--- config.mk ---
export PLATFORM = sky130hd
export DESIGN_NAME = dly_prog_line
export DESIGN_NICKNAME = d
export VERILOG_FILES = /design/src/rtl/dly_pkg.sv /design/src/rtl/dly_tap_chain.sv /design/src/rtl/dly_tap_mux.sv /design/src/rtl/dly_out_stage.sv /design/src/rtl/dly_prog_line.sv
export SDC_FILE = /design/constraint.sdc
export NUM_CORES = 1
export LEC_CHECK = 0
export ABC_AREA = 0
export BUFFER_PORTS_ARGS = -buffer_cell sky130_fd_sc_hd__buf_2
export CORE_MARGIN = 2
export CORE_UTILIZATION = 50
export CTS_CLUSTER_DIAMETER = 200
export DETAILED_ROUTE_END_ITERATION = 6
export PLACE_DENSITY = 0.69
export SYNTH_ARGS = -nofsm -noshare
export SYNTH_HDL_FRONTEND = slang
export SYNTH_SLANG_ARGS = --single-unit
export TNS_END_PERCENT = 10
--- constraint.sdc ---
create_clock -name clk -period 1.82 [get_ports clk]
set_input_delay 0.273 -clock clk [delete_from_list [all_inputs] [get_ports clk]]
set_output_delay 0.273 -clock clk [all_outputs]
set_load 0.05 [all_outputs]
--- src/rtl/dly_pkg.sv ---
package dly_pkg;
    localparam int ADDR_W = 4;
    localparam int CODES  = 1 << ADDR_W;

    typedef struct packed {
        logic pos;
        logic neg;
    } dly_out_t;

    // Chain stage whose value the output register samples for a code
    function automatic int tap_index(input int base, input int step,
                                     input logic [ADDR_W-1:0] code);
        return base - 1 + step * int'(code);
    endfunction

    function automatic int chain_depth(input int base, input int step);
        return base + (CODES - 1) * step;
    endfunction
endpackage

--- src/rtl/dly_tap_chain.sv ---
module dly_tap_chain #(
    parameter int DEPTH = 33
) (
    input  logic             clk,
    input  logic             rst,
    input  logic             din,
    output logic [DEPTH-1:0] taps
);
    for (genvar g = 0; g < DEPTH; g++) begin : g_stage
        if (g == 0) begin : g_head
            always_ff @(posedge clk) begin
                if (rst) taps[0] <= 1'b0;
                else     taps[0] <= din;
            end
        end else begin : g_body
            always_ff @(posedge clk) begin
                if (rst) taps[g] <= 1'b0;
                else     taps[g] <= taps[g-1];
            end
        end
    end

    AST_CHAIN_CLEAR: assert property (@(posedge clk)
        rst |=> (taps == '0));
endmodule

--- src/rtl/dly_tap_mux.sv ---
module dly_tap_mux
    import dly_pkg::*;
#(
    parameter int BASE_CYCLES = 3,
    parameter int STEP_CYCLES = 2,
    parameter int DEPTH       = chain_depth(BASE_CYCLES, STEP_CYCLES)
) (
    input  logic              clk,
    input  logic              rst,
    input  logic [DEPTH-1:0]  taps,
    input  logic [ADDR_W-1:0] addr,
    output logic              tap
);
    localparam int IDX_W = (DEPTH > 1) ? $clog2(DEPTH) : 1;

    logic [IDX_W-1:0] sel;

    always_comb begin
        sel = IDX_W'(tap_index(BASE_CYCLES, STEP_CYCLES, addr));
        tap = taps[sel];
    end

    AST_TAP_MONOTONIC: assert property (@(posedge clk) disable iff (rst)
        (addr > $past(addr)) |-> (sel > $past(sel)));
endmodule

--- src/rtl/dly_out_stage.sv ---
module dly_out_stage
    import dly_pkg::*;
(
    input  logic     clk,
    input  logic     rst,
    input  logic     en_n,
    input  logic     tap,
    output dly_out_t q
);
    always_ff @(posedge clk) begin
        if (rst || en_n) q <= '{pos: 1'b0, neg: 1'b1};
        else             q <= '{pos: tap,  neg: ~tap};
    end

    AST_COMPLEMENT: assert property (@(posedge clk) disable iff (rst)
        q.pos != q.neg);
    AST_DISABLE_FORCE: assert property (@(posedge clk) disable iff (rst)
        en_n |=> (!q.pos && q.neg));
    AST_FOLLOW_TAP: assert property (@(posedge clk) disable iff (rst)
        !en_n |=> (q.pos == $past(tap)));
    AST_RESET_LEVELS: assert property (@(posedge clk)
        rst |=> (!q.pos && q.neg));
endmodule

--- src/rtl/dly_prog_line.sv ---
module dly_prog_line
    import dly_pkg::*;
#(
    parameter int BASE_CYCLES = 3,
    parameter int STEP_CYCLES = 2
) (
    input  logic              clk,
    input  logic              rst,
    input  logic              din,
    input  logic [ADDR_W-1:0] addr,
    input  logic              en_n,
    output logic              dout,
    output logic              dout_n
);
    localparam int DEPTH = chain_depth(BASE_CYCLES, STEP_CYCLES);

    logic [DEPTH-1:0] taps;
    logic             tap;
    dly_out_t         q;

    dly_tap_chain #(.DEPTH(DEPTH)) u_chain (
        .clk  (clk),
        .rst  (rst),
        .din  (din),
        .taps (taps)
    );

    dly_tap_mux #(
        .BASE_CYCLES (BASE_CYCLES),
        .STEP_CYCLES (STEP_CYCLES),
        .DEPTH       (DEPTH)
    ) u_mux (
        .clk  (clk),
        .rst  (rst),
        .taps (taps),
        .addr (addr),
        .tap  (tap)
    );

    dly_out_stage u_out (
        .clk  (clk),
        .rst  (rst),
        .en_n (en_n),
        .tap  (tap),
        .q    (q)
    );

    assign dout   = q.pos;
    assign dout_n = q.neg;
endmodule

==> impl_metrics.yaml <==
cells_and_area:
  post-route-util: 0.585
  diodes: 0
  final_common_cell: "dfxtp_1"
  fin_nets: 112
  layout_common_cells: "dfxtp_1 (35), nor2b_1 (33), buf_2 (9)"
  fill_cells: 194
  area_growth_syn_to_layout_pct: 11.7
  drive_above_1_share: 0.173
timing:
  rsz0062_at_grt: "false"
  worst_slew_pin_slew_ns: 0.308
  finalCriticalPeriod_ns: 1.46
  timing.fmax_ghz: 0.684
  fin_hold_ws_ns: 0.166
  setup_ws_ns: 0.358
  fin_tns_setup_ns: 0
  finalHoldViolCount: 0
  finalClockSkew_ns: 0.00464
  relSlewSlack: 0.794
  drv_slew: 0
  setup_viol: 0
  period_share: 0.803
detailed_routing:
  dr.pass1.iters: 4
  vias: 636
  finalWirelength_mm: 1.55
  wl_per_cell_um: 11.8
  drc: 0
  viasPerCell: 4.82
  first_iter_violations: 6
  drtAntennaViolNets: 0
hold_path:
  hold_start: "din"
  hold_depth: 2
  worstHoldEndpoint: "u_chain.taps[0]"
  hold_path.class: "in -> reg"
clock_tree:
  cts_max_level: 2
  cts_buffers: 5
  insertion_delay_ns: 0.32
  hold_buffers: 0
  cts_sinks: 35
  path_clk_slew_ns: 0.10
  cts-root-buf: "clkbuf_4"
  cts_resized: 0
  clk_path_buf_depth: 2
  cts_setup_buffers: 0
  cts_tree: "yes"
placed_design:
  pre_cts_ws_ns: 0.0386
  gp_congestion: 0.730
  io_buffers: 9
  dp_hpwl_mm: 1.01
global_route:
  grt_pass1_vias: 604
  grt_pass1_wl_mm: 2.68
  antenna_found_initial: 0
  grt_use_total: 0.143
  grt_max_degree: 34
  grt-ovfl-total: 0
setup_path:
  r2r_setup_slack_ns: 0.36
  r2r-start: "u_chain.taps[16]"
  critical_path_class: "reg -> reg"
  start_kind: "register"
  worstPathRequired_ns: 2.04
  reg2regPathDepth: 4
  endpoint_kind: "register"
  crit_arrival_ns: 1.68
  timing.rr.end: "u_out.q[1]"
  cp_max_fo: 2
floorplanning:
  die_x_um: 51.9
  die_area_mm2: 0.00270
  initial_core_util: 0.524
  core_area_mm2: 0.00219
  rows: 17
  io_pins: 10
  die_y_um: 51.9
pwr:
  power_density_mw_per_mm2: 994
  total_power_mw: 1.27
  p_leak_nw: 0.537
  ir_drop_mv: 0.522
logic_synthesis:
  syn-instance-count: 90
  mappedNetlistArea_mm2: 0.00115
  seq_area_frac_synth: 0.610
  synth_fp_nets: 99
  yosysUniqueCellTypes: 18
  yosysWarnings: 0
  syn_area_per_cell_um2: 12.8
  ys_seq_elements: 35
job:
  maxCapViolCount: 0
run_status:
  status: "completed"
-- worst max-delay path by stage --
stage	from	end	slack [ns]	cells past startpoint
4_1_cts	u_chain.taps[24]	u_out.q[1]	0.36	4
3_5_place_dp	addr[0]	u_out.q[1]	0.04	6
3_3_place_gp	addr[0]	u_out.q[1]	0.11	6
5_1_grt	u_chain.taps[16]	u_out.q[1]	0.31	4
6_report	u_chain.taps[16]	u_out.q[1]	0.36	4
2_1_floorplan	addr[0]	u_out.q[1]	0.31	5
-- cells in the mapped netlist --
| library cell | instances | area share |
|---|---|---|
| nand2b_1 | 1 | 0.0055 |
| clkbuf_1 | 3 | 0.0098 |
| nor2b_1 | 33 | 0.18 |
| buf_6 | 1 | 0.0098 |
| nor2_1 | 1 | 0.0033 |
| mux2i_1 | 2 | 0.017 |
| a311o_1 | 1 | 0.0087 |
| a311oi_1 | 1 | 0.0076 |
| ha_1 | 1 | 0.011 |
| nor3_1 | 1 | 0.0044 |
| nand3_1 | 1 | 0.0044 |
| and3_1 | 1 | 0.0055 |
| and4b_2 | 1 | 0.0098 |
| xnor2_1 | 1 | 0.0076 |
| mux4_1 | 4 | 0.092 |
| xor2_1 | 1 | 0.0076 |
| nor3b_1 | 1 | 0.0065 |
| dfxtp_1 | 35 | 0.61 |
-- flip-flops by register name (all words and copies together), names as in the netlist --
name,count
u_chain.taps,33
u_out.q,2
-- final cells by class --
type / instances / area [um^2] / area share
sequential: 35 / 701 / 0.546
tap: 28 / 35.0 / 0.0273
clock buffer: 8 / 68.8 / 0.0537
timing repair buffer: 10 / 52.6 / 0.0410
multi-input combinational: 51 / 425 / 0.332
-- per-stage QoR --
| stage | std cells | instance area, um^2 |
|---|---|---|
| 2_1_floorplan | 90 | 1150 |
| 3_3_place_gp | 124 | 1210 |
| 3_5_place_dp | 124 | 1210 |
| 4_1_cts | 132 | 1280 |
| 5_1_grt | 132 | 1280 |
| 6_report | 132 | 1280 |
-- routing by layer --
layer | part of all wire | vias up | global-route usage | wire (um)
li1 | - | 327 | - | -
met1 | 0.51 | 291 | 0.181 | 797
met2 | 0.41 | 13 | 0.198 | 640
met3 | 0.059 | 5 | 0.0776 | 91
met4 | 0.016 | 0 | 0.0658 | 25
met5 | 0 | - | 0 | 0
-- critical path, stage by stage, from the launching register on --
cell and delay [ns]:
dfxtp_1 0.32, mux4_1 0.50, mux2i_1 0.14, nor3b_1 0.09
a311o_1 0.31
-- logic make-up (layout without fill, tap and decap cells) --
family | Yosys count | after routing | share of synthesized area
multiplexers | 6 | 6 | 0.109
adder cells (fa/ha/maj) | 1 | 1 | 0.0109
XOR/XNOR | 2 | 2 | 0.0153
flip-flops | 35 | 35 | 0.610
buffers and inverters | 4 | 18 | 0.0196
AND/OR/NAND/NOR | 40 | 40 | 0.219
AO/OA/AOI/OAI | 2 | 2 | 0.0163
-- where the power goes --
group / internal (mW) / switching (mW)
sequential: 0.769 / 0.00109
clock: 0.227 / 0.227
combinational: 0.0223 / 0.0279
total: 1.02 / 0.256
Note: power is estimated with default switching activity, not from simulation.
